`src/rtl/sbus_pkg.sv`:
```
package sbus_pkg;
  localparam int ADDR_W  = 24;
  localparam int DATA_W  = 8;
  localparam int RAM_AW  = 17;
  localparam int LOC_W   = (RAM_AW > 16) ? RAM_AW : 16;

  typedef enum logic [1:0] {
    RGN_NONE    = 2'd0,
    RGN_LOWRAM  = 2'd1,
    RGN_FULLRAM = 2'd2,
    RGN_MMIO    = 2'd3
  } rgn_e;
endpackage

```
`src/rtl/sbus_region_decode.sv`:
```
module sbus_region_decode
  import sbus_pkg::*;
#(
  parameter int NUM_SHADOW     = 2,
  parameter int SHADOW_STRIDE  = 'h80,
  parameter int SHADOW_SPAN    = 'h40,
  parameter int LOWRAM_BYTES   = 'h2000,
  parameter int FULL_BANK_BASE = 'h7E,
  parameter int FULL_BANKS     = 2,
  parameter int MMIO_LO        = 'h2000,
  parameter int MMIO_HI        = 'h5FFF
) (
  input  logic [ADDR_W-1:0] addr,
  output rgn_e              region,
  output logic [LOC_W-1:0]  loc_off
);
  localparam int LOW_AW       = $clog2(LOWRAM_BYTES);
  localparam int LOW_PAGES    = LOWRAM_BYTES >> 8;
  localparam int MMIO_LO_PAGE = MMIO_LO >> 8;
  localparam int MMIO_HI_PAGE = MMIO_HI >> 8;

  logic [7:0]  bank;
  logic [7:0]  page;
  logic [15:0] off;
  logic [NUM_SHADOW-1:0] shadow_hit;
  logic in_shadow, low_hit, full_hit, mmio_hit;
  logic [7:0]  bank_rel;
  logic [23:0] full_lin;

  assign bank = addr[23:16];
  assign off  = addr[15:0];
  assign page = addr[15:8];

  for (genvar i = 0; i < NUM_SHADOW; i++) begin : g_shadow
    assign shadow_hit[i] = (int'(bank) >= i*SHADOW_STRIDE) &&
                           (int'(bank) <  i*SHADOW_STRIDE + SHADOW_SPAN);
  end

  assign in_shadow = |shadow_hit;
  assign low_hit   = in_shadow && (int'(page) < LOW_PAGES);
  assign full_hit  = (int'(bank) >= FULL_BANK_BASE) &&
                     (int'(bank) <  FULL_BANK_BASE + FULL_BANKS);
  assign mmio_hit  = in_shadow && (int'(page) >= MMIO_LO_PAGE) &&
                     (int'(page) <= MMIO_HI_PAGE);
  assign bank_rel  = bank - 8'(FULL_BANK_BASE);
  assign full_lin  = {bank_rel, off};

  always_comb begin
    region  = RGN_NONE;
    loc_off = '0;
    if (low_hit) begin
      region  = RGN_LOWRAM;
      loc_off = LOC_W'(off[LOW_AW-1:0]);
    end else if (full_hit) begin
      region  = RGN_FULLRAM;
      loc_off = LOC_W'(full_lin[RAM_AW-1:0]);
    end else if (mmio_hit) begin
      region  = RGN_MMIO;
      loc_off = LOC_W'(off);
    end
  end
endmodule

```
`src/rtl/sbus_rdata_mux.sv`:
```
module sbus_rdata_mux
  import sbus_pkg::*;
(
  input  rgn_e              region,
  input  logic              dbg,
  input  logic              claim,
  input  logic [DATA_W-1:0] ram_rdata,
  input  logic [DATA_W-1:0] mmio_rdata,
  input  logic [DATA_W-1:0] hold,
  output logic [DATA_W-1:0] rdata
);
  always_comb begin
    unique case (region)
      RGN_LOWRAM, RGN_FULLRAM: rdata = ram_rdata;
      RGN_MMIO: begin
        if (dbg)        rdata = '0;
        else if (claim) rdata = mmio_rdata;
        else            rdata = hold;
      end
      default: rdata = hold;
    endcase
  end
endmodule

```
`src/rtl/sbus_openbus_reg.sv`:
```
module sbus_openbus_reg
  import sbus_pkg::*;
(
  input  logic              clk,
  input  logic              rst_n,
  input  logic              cap_en,
  input  logic [DATA_W-1:0] cap_data,
  output logic [DATA_W-1:0] hold
);
  logic [DATA_W-1:0] hold_q, hold_d;

  always_comb begin
    hold_d = hold_q;
    if (cap_en) hold_d = cap_data;
  end

  always_ff @(posedge clk or negedge rst_n) begin
    if (!rst_n) hold_q <= '0;
    else        hold_q <= hold_d;
  end

  assign hold = hold_q;

  a_r9_hold_idle: assert property (@(posedge clk) disable iff (!rst_n)
    !cap_en |=> $stable(hold_q));
  a_r7_hold_capture: assert property (@(posedge clk) disable iff (!rst_n)
    cap_en |=> hold_q == $past(cap_data));
endmodule

```
`src/rtl/sbus_addr_decoder.sv`:
```
module sbus_addr_decoder
  import sbus_pkg::*;
(
  input  logic              clk,
  input  logic              arst_n,
  input  logic [23:0]       addr_i,
  input  logic              rd_i,
  input  logic              wr_i,
  input  logic              dbg_i,
  input  logic [7:0]        wdata_i,
  input  logic [7:0]        ram_rdata_i,
  input  logic [7:0]        mmio_rdata_i,
  input  logic              mmio_claim_i,
  output logic              ram_sel_o,
  output logic              mmio_sel_o,
  output logic [16:0]       loc_off_o,
  output logic [7:0]        rdata_o,
  output logic [7:0]        hold_o
);
  logic [1:0] rst_sync_q;
  logic       rst_n;

  always_ff @(posedge clk or negedge arst_n) begin
    if (!arst_n) rst_sync_q <= 2'b00;
    else         rst_sync_q <= {rst_sync_q[0], 1'b1};
  end
  assign rst_n = rst_sync_q[1];

  rgn_e              region;
  logic [LOC_W-1:0]  loc_off;
  logic              access, is_ram, is_mmio, cap_en;
  logic [DATA_W-1:0] cap_data;

  sbus_region_decode u_decode (
    .addr    (addr_i),
    .region  (region),
    .loc_off (loc_off)
  );

  sbus_rdata_mux u_mux (
    .region     (region),
    .dbg        (dbg_i),
    .claim      (mmio_claim_i),
    .ram_rdata  (ram_rdata_i),
    .mmio_rdata (mmio_rdata_i),
    .hold       (hold_o),
    .rdata      (rdata_o)
  );

  assign access     = rd_i | wr_i;
  assign is_ram     = (region == RGN_LOWRAM) || (region == RGN_FULLRAM);
  assign is_mmio    = (region == RGN_MMIO);
  assign ram_sel_o  = access && is_ram;
  assign mmio_sel_o = access && is_mmio && mmio_claim_i && !dbg_i;
  assign loc_off_o  = loc_off[16:0];
  assign cap_en     = wr_i || (rd_i && !dbg_i);
  assign cap_data   = wr_i ? wdata_i : rdata_o;

  sbus_openbus_reg u_openbus (
    .clk      (clk),
    .rst_n    (rst_n),
    .cap_en   (cap_en),
    .cap_data (cap_data),
    .hold     (hold_o)
  );

  a_r3_r6_one_select: assert property (@(posedge clk) disable iff (!rst_n)
    $onehot0({ram_sel_o, mmio_sel_o}));
  a_r9_no_select_idle: assert property (@(posedge clk) disable iff (!rst_n)
    !rd_i && !wr_i |-> !ram_sel_o && !mmio_sel_o);
  a_r5_unmapped_read_hold: assert property (@(posedge clk) disable iff (!rst_n)
    rd_i && !wr_i && !dbg_i && !ram_sel_o && !mmio_sel_o |-> rdata_o == hold_o);
  a_r8_debug_no_device: assert property (@(posedge clk) disable iff (!rst_n)
    dbg_i |-> !mmio_sel_o);
  a_r8_debug_hold: assert property (@(posedge clk) disable iff (!rst_n)
    rd_i && dbg_i && !wr_i |=> $stable(hold_o));
endmodule

```
`config.mk`:
```
export PLATFORM = sky130hd
export DESIGN_NAME = sbus_addr_decoder
export DESIGN_NICKNAME = d
export VERILOG_FILES = /design/src/rtl/sbus_pkg.sv /design/src/rtl/sbus_region_decode.sv /design/src/rtl/sbus_rdata_mux.sv /design/src/rtl/sbus_openbus_reg.sv /design/src/rtl/sbus_addr_decoder.sv
export SDC_FILE = /design/constraint.sdc
export NUM_CORES = 1
export LEC_CHECK = 0
export ABC_AREA = 1
export ABC_CLOCK_PERIOD_IN_PS = 2200
export BUFFER_PORTS_ARGS = -buffer_cell sky130_fd_sc_hd__buf_2
export CAP_MARGIN = 10
export CORE_MARGIN = 3
export CORE_UTILIZATION = 37
export CTS_CLUSTER_SIZE = 28
export DETAILED_ROUTE_END_ITERATION = 16
export GPL_ROUTABILITY_DRIVEN = 0
export GPL_TIMING_DRIVEN = 0
export HOLD_SLACK_MARGIN = 0.15
export PLACE_DENSITY = 0.76
export SYNTH_ARGS = -nofsm -noshare
export SYNTH_HDL_FRONTEND = slang
export SYNTH_SLANG_ARGS = --single-unit
```
`constraint.sdc`:
```
create_clock -name clk -period 2.2 [get_ports clk]
set_input_delay 0.44 -clock clk [delete_from_list [all_inputs] [get_ports clk]]
set_output_delay 0.44 -clock clk [all_outputs]
set_load 0.02 [all_outputs]
```
Yosys cells after proc, flatten, opt, wreduce, memory -nomap -nowiden:

Cells that the tools add are included.

* register bits: 10
* bits of input ports: 54
* output and inout bits: 35
* word-level logic and storage cells: 40

* $add $sub $neg: 1
* magnitude comparators: 8
* eq/ne operators: 3
* mux-type cells: 10
* bitwise gates (word level): 1
* reductions and logical operators: 15

Operator list (number)
* 17-bit 2-to-1 mux: 2
* 8-bit 2-to-1 mux: 3
* 8-bit less-than comparator, second input constant: 2
* 16-bit 2-to-1 mux: 1
* 8-bit case mux with 2 select lines: 1
* 1-bit logical AND: 10
* 8-bit by 6-bit >= comparator with 1-bit output, second input constant: 1
* 8-bit by 7-bit >= comparator with 1-bit output, second input constant: 1
* 8-bit >= comparator, second input constant: 1
* 8-bit by 7-bit less-or-equal comparator with 1-bit output, second input constant: 1
* 8-bit by 6-bit less-than comparator with 1-bit output, second input constant: 1
* 8-bit by 7-bit less-than comparator with 1-bit output, second input constant: 1
* 2-bit 2-to-1 mux: 3
* 2-bit == test, second input constant: 2
* 2-bit OR reduction: 2
* 2-bit by 1-bit == test with 1-bit output, second input constant: 1
* 1-bit logical OR: 2
* 1-bit logical NOT: 1
* 1-bit OR: 1
* 1-bit subtractor, second input constant: 1

Depth between registers and ports, before layout:

Gate-level depths: netlist (run 1).

* word-level depth: 12
* mapped depth: 13
* depth with buffers taken out: 13

Hierarchy:

Synthesis (run 1) repeated with hierarchy kept, for this count alone.

* cell total of the unflattened synthesis: 234
* area, all modules: 1452.6 µm²

By module, submodules not included
* sbus_region_decode: times used 1, cells each 86, area each 535.5 µm², sequential area each 0.0 µm²
* sbus_rdata_mux: times used 1, cells each 77, area each 390.4 µm², sequential area each 0.0 µm²
* sbus_openbus_reg: times used 1, cells each 34, area each 305.3 µm², sequential area each 200.2 µm²
* sbus_addr_decoder: times used 1, cells each 37, area each 221.5 µm², sequential area each 50.0 µm²

Worst setup path before layout (run 1):

No wires, ideal clock.

* path type: input port to output port
* start: in addr_i[14]
* end: out rdata_o[0]
* data arrival time: 2.080 ns
* data required time: 1.760 ns
* setup slack: -0.320 ns
* cell stages on the path: 9
* path buffers: 1
* cells stage by stage: inv_1 -> o21ai_2 -> inv_2 -> a21oi_2 -> inv_2 -> ha_1 -> clkbuf_1 -> a21oi_1 -> a21boi_0

* cells in the longest elaborated chain, start to end: 9
* elaborated cells on any way between the ends: 14
* classes of those cells: order compare: 3; eq/ne: 3; mux: 4; reduce/logical: 4

Ends and longest elaborated chain
* start, declared: line sbus_addr_decoder.sv:6 `input logic [23:0] addr_i,`
* 8-bit by 6-bit >= comparator with 1-bit output: line sbus_region_decode.sv:43 `assign mmio_hit = in_shadow && (int'(page) >= MMIO_LO_PAGE) &&`
* 1-bit logical AND (2 in a row): line sbus_region_decode.sv:43
* 2-bit 2-to-1 mux: line sbus_region_decode.sv:57 `end else if (mmio_hit) begin`
* 2-bit 2-to-1 mux: line sbus_region_decode.sv:54 `end else if (full_hit) begin`
* 2-bit 2-to-1 mux (*): line sbus_region_decode.sv:51 `if (low_hit) begin`
* 2-bit by 1-bit == test with 1-bit output or 2-bit == test (tied branches): line sbus_rdata_mux.sv:13 `unique case (region)`
* 2-bit OR reduction: line sbus_rdata_mux.sv:13
* 8-bit case mux with 2 select lines (*): line sbus_rdata_mux.sv:13
* end, declared: line sbus_addr_decoder.sv:17 `output logic [7:0] rdata_o,`

Every way passes the cells marked *; elsewhere a longest branch is shown, timed or not.

Final worst setup path (run 1):

* start: in addr_i[13]
* end: out rdata_o[3]

The elaborated chain is that of the path after synthesis.

==> flow_metrics.tcl, run 1 <==
set metrics [dict create \
    synth_largest_type_area_fraction 0.235 \
    crit-reg2reg-capture "u_openbus.hold[6]" \
    die-height_um 64.4 \
    part_of_the_yosys_area_used_for_sequential_elements 0.198 \
    hpwlAfterDp_um 3230 \
    wl_per_cell_um 13.0 \
    crit_path_max_fanout 5 \
    netlist.top_cell.by_area "nand2_1" \
    maximum_number_of_pins_on_one_net_before_global_route_repair 11 \
    viasPerCell 4.91 \
    violations_in_the_final_reports "negative setup slack" \
    cts_root_buffer "clkbuf_4" \
    grt_pass1_vias 1730 \
    grt_use_total 0.230 \
    crit-reg2reg-launch "u_openbus.hold[6]" \
    worst_r2r_path_depth 6 \
    worst_ep_arrival_time_ns 1.80 \
    drc 0 \
    yosys_warnings 0 \
    globalRoute.totalOverflow 0 \
    p_per_area_nw_per_um2 391 \
    syn_inst 221 \
    worst-endpoint-required_ns 1.76 \
    final_layout_size_suffix_gt1_frac 0.523 \
    final_critical_path_setup_slack_ns -0.0397 \
    synth.distinct_cells 23 \
    multi_input_comb_area_um2 1050 \
    rsz_0062_raised_after_global_routing "true" \
    worst_skew_pair.late_latency_ns 0.27 \
    dr_total_vias 1830 \
    synth_fp_nets 277 \
    fillers 236 \
    timing.final.setup_violations 7 \
    finalPower_uw 906 \
    numCtsBuffers 3 \
    max_clock_freq_mhz 446 \
    holdWs_ns 0.145 \
    ff_latch_area_um2 250 \
    timing.setup.critical_path_class "in -> out" \
    antenna_left 0 \
    fin_nets 386 \
    fin_crit_ns 2.24 \
    tritoncts_num_sinks 10 \
    drv_cap 0 \
    power.ir.vdd_worst_mv 0.257 \
    antenna_cells 0 \
    synthTopCellsByArea "nand2_1 (23%), dfrtp_1 (20%), nand3_1 (13%)" \
    min-delay-path-class "reg -> async" \
    die_width_um 64.4 \
    place_worst_setup_slack_ns -0.347 \
    htree_levels 1 \
    total_leakage_power_nw 1.25 \
    portBuffers 87 \
    grt_pass1_wl_um 7680 \
    timing.critical_path.from_type "input pin" \
    post_dp_cell_area_um2 1790 \
    floorplan.initialDensity 0.401 \
    wl_um 4860 \
    run_status "complete, but fails checks" \
    clock_slew_at_the_register_clock_pins_of_the_worst_setup_and_hold_paths_ns 0.07 \
    io_pins 89 \
    fin_crit_sh 1.02 \
    synth.ff_latch_count 10 \
    syn2layout_area_growth_pct 83.5 \
    dr.first_iter.drc_count 80 \
    hold_viol_final 0 \
    total_non_filler_cell_area_in_the_finished_layout_um2 2320 \
    drt_pre_antenna_iters 4 \
    row_count 20 \
    cts_buffer_depth 2 \
    max_slew_vio_count 0 \
    layout.cells.most_common_list "nand2_1 (76), buf_2 (75), inv_1 (28), nand3_1 (25), buf_4 (20)" \
    cts_tree "yes" \
    avgSynthCellArea_um2 5.72 \
    grt_antenna_before_repair 0 \
    setup.reg_to_reg.worst_slack_ns 1.24 \
    core_area_um2 3150 \
    netlist_area_um2 1260 \
    total_die_area_um2 4150 \
    most_common_cell_after_layout_fill_and_taps_aside "nand2_1" \
    worstSetupEndpointType "output port" \
    skew_ns 0.000805 \
]
## kinds of logic after synthesis
family          share of synthesized area
simple gates                        0.492
buf+inv                             0.154
compound gates                      0.133
fa+ha+maj                          0.0198
other cells                       0.00297
flops                               0.198
## Yosys cell counts
cell type,count
o21ai_2,1
buf_4,1
conb_1,1
nor4_1,1
nand3_1,33
clkbuf_1,1
ha_1,2
nand2_2,2
a21oi_1,10
nor2_1,7
dfrtp_1,10
clkinv_2,1
inv_2,4
buf_2,5
inv_1,31
o21ai_1,8
a21boi_0,6
a21boi_1,2
a21oi_2,1
buf_6,2
nand3_2,9
nand2_1,79
nor2_2,4
## power by group
group	switching (mW)	internal (mW)
logic	0.290	0.227
clock network	0.0745	0.101
registers	0.0121	0.202
total	0.376	0.530
## how the worst max path moves through the flow
stage	start	to	slack, ns	depth (start not counted)
floorplan	addr_i[14]	rdata_o[0]	0.04	9
global placement	addr_i[15]	rdata_o[3]	-0.33	11
detailed placement	addr_i[15]	rdata_o[5]	-0.35	11
CTS	addr_i[13]	rdata_o[3]	-0.05	11
global route	addr_i[22]	rdata_o[4]	-0.09	12
finish	addr_i[13]	rdata_o[3]	-0.04	11
## layout make-up
cell class,instances,share of cell area
clock buffers,4,0.0157
multi-input cells,166,0.454
plain buffers,9,0.0453
repair buffers,104,0.290
well taps,44,0.0237
inverters,36,0.0637
flip-flops and latches,10,0.108
## flip-flops by register name, summed over array words and instances (netlist names)
register	cells
rst_sync_q	2
u_openbus.hold	8
## metrics by stage
stage / TNS [ns] / cells / utilization
floorplan: 0 / 221 / -
global placement: -2.71 / 352 / 0.568
detailed placement: -2.81 / 352 / 0.568
CTS: -0.142 / 369 / 0.696
global route: -0.642 / 373 / 0.735
finish: -0.137 / 373 / 0.735
## per-layer routing
layer	global-route usage	part of all wire
met1	0.283	0.42
met2	0.402	0.49
met3	0.0312	0.070
met4	0.0950	0.024
met5	0	0
## timing repair
action / CTS / global route
endpoints found under the setup margin: 9 / 9
hold buffers: 1 / 0
resized for setup: 56 / 24
cloned: 1 / 0
pin swaps: 12 / 21
endpoints found under the hold margin: 2 / 0
setup buffers: 11 / 4
## critical path, stage by stage
cell       delay [ns]
buf_8            0.08
inv_6            0.03
o21ai_4          0.16
inv_2            0.09
a21oi_4          0.14
inv_2            0.06
ha_4             0.29
clkbuf_16        0.16
a21oi_4          0.06
a21boi_2         0.13
buf_4            0.15
Power figures use the tool's default switching activity.
==> run 2: changes to the inputs <==
- ABC_CLOCK_PERIOD_IN_PS: 2200 -> 2120
- CORE_UTILIZATION: 37 -> 25
- PLACE_DENSITY: 0.76 -> unset
- clock period: 2.2 -> 2.12 ns (I/O delays scaled with it)
==> run 2 against run 1 <==
Against the previous run: the flow still finishes with violations (negative setup slack); sequential cell count stayed put; non-clock buffer count unchanged; count of clock-buffer cells in the layout is 1 lower; worst setup slack got worse by 0.044 ns; combinational power up 2%; register-to-register slack got worse by 0.11 ns; die area rose by 43%; via count is 4.3% lower; power increased by 4.0%; cell area grew 1.1%; largest cell class unchanged.
==> flow_metrics.tcl, run 2 (synthesized netlist as in run 1, its figures left out) <==
set metrics [dict create \
    run_status "complete, but fails checks" \
    violations_in_the_final_reports "negative setup slack" \
    fin_nets 386 \
    finish.cell_count_without_fillers 395 \
    hold_viol_final 0 \
    layout.cells.most_common_list "nand2_1 (78), buf_2 (77), inv_1 (27), nand3_1 (25), buf_4 (17)" \
    timing.setup.critical_path_class "in -> out" \
    fin_crit_ns 2.20 \
    dr.first_iter.drc_count 51 \
    total_leakage_power_nw 1.23 \
    finalPower_uw 942 \
    antenna_left 0 \
    timing.critical_path.from_type "input pin" \
    maximum_number_of_pins_on_one_net_before_global_route_repair 11 \
    timing.final.setup_violations 8 \
    viasPerCell 4.44 \
    final_layout_size_suffix_gt1_frac 0.524 \
    crit_path_cell_trace "buf_6 > inv_4 > buf_4 > nand2_2 > a21oi_4 > inv_2 > ha_4 > clkbuf_16 > a21oi_4 > a21boi_2 > buf_6" \
    max_clock_freq_mhz 454 \
    numCtsBuffers 3 \
    post_dp_cell_area_um2 1820 \
    crit-reg2reg-capture "u_openbus.hold[5]" \
    fin_crit_sh 1.04 \
    most_common_cell_after_layout_fill_and_taps_aside "nand2_1" \
    setup.reg_to_reg.worst_slack_ns 1.13 \
    hpwlAfterDp_um 3350 \
    tritoncts_num_sinks 10 \
    total_non_filler_cell_area_in_the_finished_layout_um2 2340 \
    worst-endpoint-required_ns 1.70 \
    drv_cap 0 \
    io_pins 89 \
    die-height_um 77.1 \
    cts_root_buffer "clkbuf_8" \
    power.ir.vdd_worst_mv 0.402 \
    rsz_0062_raised_after_global_routing "true" \
    grt_pass1_wl_um 7510 \
    crit-reg2reg-launch "u_openbus.hold[5]" \
    finish.utilization 0.487 \
    grt_antenna_before_repair 0 \
    wl_per_cell_um 11.5 \
    floorplan.initialDensity 0.262 \
    wl_um 4550 \
    tns_ns -0.395 \
    htree_levels 1 \
    dr_total_vias 1752 \
    worst_ep_arrival_time_ns 1.78 \
    placedCellCount 375 \
    fillers 509 \
    skew_ns 0.000437 \
    antenna_cells 0 \
    final_critical_path_setup_slack_ns -0.0836 \
    worstSetupEndpointType "output port" \
    portBuffers 87 \
    row_count 25 \
    total_die_area_um2 5940 \
    clock_slew_at_the_register_clock_pins_of_the_worst_setup_and_hold_paths_ns 0.05 \
    crit_path_max_fanout 5 \
    p_per_area_nw_per_um2 402 \
    cts_buffer_depth 2 \
    max_slew_vio_count 0 \
    worst_path_max_delay_cell "ha_4" \
    crit_path_max_incr_delay_ns 0.29 \
    place_worst_setup_slack_ns -0.497 \
    die_width_um 77.1 \
    worst_r2r_path_depth 7 \
    drc 0 \
    syn2layout_area_growth_pct 85.5 \
    grt_use_total 0.150 \
    min-delay-path-class "reg -> async" \
    drt_pre_antenna_iters 4 \
    holdWs_ns 0.144 \
    cts_tree "yes" \
    largest_register_ff_count 8 \
    core_area_um2 4820 \
    globalRoute.totalOverflow 0 \
    grt_pass1_vias 1678 \
    worst_skew_pair.late_latency_ns 0.23 \
]
-- run 2: cell type report --
type | count | area, um2 | share of cell area
Inverter | 36 | 145 | 0.0619
Timing Repair Buffer | 104 | 659 | 0.281
Tap cell | 67 | 83.8 | 0.0358
Buffer | 9 | 100 | 0.0427
Multi-Input combinational cell | 166 | 1060 | 0.454
Sequential cell | 10 | 250 | 0.107
Clock buffer | 3 | 41.3 | 0.0176
-- run 2: how the worst max path moves through the flow --
stage | from | endpoint | cells past startpoint
after floorplan | addr_i[14] | rdata_o[1] | 9
after global placement | addr_i[15] | rdata_o[5] | 11
after detailed placement | addr_i[15] | rdata_o[5] | 11
after CTS | addr_i[13] | rdata_o[5] | 11
after global routing | addr_i[13] | rdata_o[5] | 11
final | addr_i[13] | rdata_o[5] | 11
-- run 2: worst max-delay path, delay by kind of cell --
| kind | cells | cell delay, ns |
|---|---|---|
| and+or+nand+nor | 1 | 0.07 |
| AOI/OAI and AO/OA | 3 | 0.38 |
| buffers and inverters | 6 | 0.61 |
| adders and majority gates | 1 | 0.29 |
-- run 2: layer usage --
layer	up-vias	global-route usage	wire (um)	share of wire
met5	-	0	0	0
met4	0	0.0267	28	0.0062
met1	784	0.199	2000	0.44
li1	913	-	-	-
met3	4	0.0305	279	0.061
met2	51	0.254	2240	0.49
-- run 2: repair_timing --
action / 4_1_cts / 5_1_grt
resized for setup: 60 / 16
endpoints found under the hold margin: 2 / 0
hold buffers: 1 / 0
setup endpoints to repair: 10 / 9
pin swaps: 10 / 16
setup buffers: 10 / 5
gates cloned: 1 / 0
-- run 2: power by group --
part | leakage, nW | switching [mW] | internal, mW
registers | 0.121 | 0.0122 | 0.211
logic | 1.09 | 0.291 | 0.234
clock network | 0.0216 | 0.0697 | 0.124
==> run 3: changes to the inputs <==
- SYNTH_HIERARCHICAL: unset -> 1
==> run 3 against run 2 <==
Against the previous run: the flow still finishes with violations (negative setup slack); via count rose by 11%; sequential power rose by 11%; first-iteration DRC count rose by 47%; core utilization decreased by 0.33 points; synthesized cell count grew 5.9%; die area up 14%; fmax fell by 0.25%; cell area is 15% higher; non-clock buffer count is 8 higher; global-route usage hardly changed; critical path type unchanged; critical endpoint is now rdata_o[6].
==> flow_metrics.tcl, run 3 <==
set metrics [dict create \
    rsz_0062_raised_after_global_routing "true" \
    avgSynthCellArea_um2 6.21 \
    synth_ff_type "dfrtp_1" \
    tns_ns -0.595 \
    numCtsBuffers 3 \
    antenna_cells 0 \
    antenna_left 0 \
    grt_use_total 0.150 \
    grt_pass1_wl_um 8050 \
    total_leakage_power_nw 1.42 \
    final_critical_path_setup_slack_ns -0.0891 \
    cts_tree "yes" \
    worst-endpoint-required_ns 1.70 \
    row_count 27 \
    fin_nets 405 \
    skew_ns 0.00451 \
    maximum_number_of_pins_on_one_net_before_global_route_repair 15 \
    synth.ff_latch_count 10 \
    syn2layout_area_growth_pct 85.5 \
    multi_input_comb_area_um2 1320 \
    dr_total_vias 1951 \
    drt_pre_antenna_iters 4 \
    synth_fp_nets 291 \
    p_per_area_nw_per_um2 430 \
    layout.cells.most_common_list "buf_2 (75), nand2_1 (71), nand3_1 (28), inv_1 (22), buf_4 (22)" \
    post-synth-top-count-cell "nand2_1" \
    final_layout_size_suffix_gt1_frac 0.571 \
    timing.final.setup_violations 8 \
    grt_pass1_vias 1845 \
    drv_cap 0 \
    tritoncts_num_sinks 10 \
    fillers 561 \
    fin_crit_ns 2.21 \
    worst_ep_arrival_time_ns 1.79 \
    max_clock_freq_mhz 453 \
    viasPerCell 4.66 \
    violations_in_the_final_reports "negative setup slack" \
    synth.distinct_cells 24 \
    dr.first_iter.drc_count 75 \
    number_of_enable_flip_flop_cells_after_synthesis 0 \
    core_area_um2 5570 \
    clock_slew_at_the_register_clock_pins_of_the_worst_setup_and_hold_paths_ns 0.05 \
    met2_usage 0.263 \
    synthTopCellsByArea "nand2_1 (20%), dfrtp_1 (17%), nand3_1 (12%)" \
    grtUsageMet1 0.188 \
    grt_busiest_layer "met2" \
    part_of_the_yosys_area_used_for_sequential_elements 0.172 \
    die-height_um 82.2 \
    timing.critical_path.from_type "input pin" \
    crit_path_max_fanout 5 \
    synth_common_cells "nand2_1 (79), nand3_1 (35), inv_1 (25)" \
    worstSetupEndpointType "output port" \
    io_pins 89 \
    floorplan.initialDensity 0.261 \
    htree_levels 1 \
    power.ir.vdd_worst_mv 0.230 \
    netlist_area_um2 1450 \
    hold_viol_final 0 \
    ff_latch_area_um2 250 \
    wl_per_cell_um 12.8 \
    finalPower_mw 1.16 \
    grt_use_met3 0.0347 \
    synth_largest_type_area_fraction 0.204 \
    worst_skew_pair.late_latency_ns 0.24 \
    synthArstFlopShare 1.00 \
    portBuffers 87 \
    largest_register_ff_count 8 \
    min-delay-path-class "reg -> async" \
    holdWs_ns 0.149 \
    grt_antenna_before_repair 0 \
    total_die_area_um2 6760 \
    fin_crit_sh 1.04 \
    timing.setup.critical_path_class "in -> out" \
    yosys_warnings 6 \
    setup.reg_to_reg.worst_slack_ns 0.93 \
    cts_buffer_depth 2 \
    run_status "complete, but fails checks" \
    die_width_um 82.2 \
    netlist.top_cell.by_area "nand2_1" \
    syn_inst 234 \
    max_slew_vio_count 0 \
    most_common_cell_after_layout_fill_and_taps_aside "buf_2" \
    wl_um 5350 \
    globalRoute.totalOverflow 0 \
    hpwlAfterDp_um 3740 \
    finish.utilization 0.484 \
    cts_root_buffer "clkbuf_8" \
    drc 0 \
]
-- run 3: changes by cell type in the layout (fill, tap and decap cells not counted), moves of 6 or more --
cell      change
buf_6         +6
o21ai_1       -7
nand2_1       -7
a21boi_2      -8
nand4_1      +13
-- run 3: layout make-up --
| cell class | count | area share |
|---|---|---|
| buffer | 10 | 0.0381 |
| clock buffer | 4 | 0.0204 |
| inverter | 31 | 0.0515 |
| multi-input combinational | 181 | 0.490 |
| sequential | 10 | 0.0929 |
| tap | 72 | 0.0334 |
| timing repair buffer | 111 | 0.273 |
-- run 3: cells by family after synthesis --
group	count (synthesis)	share of synthesized area
other	1	0.00258
AOI/OAI and AO/OA	17	0.0767
adders and majority gates	3	0.0258
buffers and inverters	43	0.158
DFF	10	0.172
and+or+nand+nor	160	0.565
-- run 3: final timing paths --
check,endpoint,startpoint,cells after the start
min in group clk,rst_sync_q[1],rst_sync_q[0],0
worst min register to register,u_openbus/hold[3],rst_sync_q[1],0
worst max register to register,u_openbus/hold[4],u_openbus/hold[4],9
max in group asynchronous,rst_sync_q[0],arst_n,2
worst max-delay path,rdata_o[6],addr_i[23],13
worst min-delay path,u_openbus/hold[3],rst_sync_q[1],0
-- run 3: worst max-delay path, cell delays in order --
cell	delay [ns]
buf_2	0.10
inv_2	0.04
nand2_2	0.05
nor2_4	0.12
nand2_4	0.08
nand2_4	0.11
ha_4	0.15
inv_4	0.04
nor2_8	0.12
buf_12	0.15
nand3_4	0.07
a21oi_4	0.17
buf_6	0.14
-- run 3: power by group --
part | switching [mW] | internal, mW | leakage, nW
Combinational | 0.372 | 0.290 | 1.26
Sequential | 0.0318 | 0.217 | 0.123
Clock | 0.0850 | 0.164 | 0.0288
-- run 3: metrics by stage --
stage / cells / cell area (um2) / setup slack, ns
4_1_cts: 410 / 2530 / -0.149
3_5_place_dp: 393 / 2090 / -0.423
5_1_grt: 419 / 2700 / -0.162
2_1_floorplan: 234 / 1560 / 0.00486
6_report: 419 / 2700 / -0.0891
3_3_place_gp: 393 / 2090 / -0.422
-- run 3: repair_timing --
item / 4_1_cts / 5_1_grt
endpoints found under the hold margin: 2 / 0
endpoints found under the setup margin: 9 / 10
buffers inserted: 13 / 12
gates resized for setup: 65 / 21
pin swaps: 28 / 21
hold buffers: 1 / 0
-- run 3: layer usage --
layer / vias up / wire (um)
met1: 904 / 2210
met5: - / 0
met3: 4 / 313
met2: 57 / 2790
met4: 0 / 45
li1: 986 / -
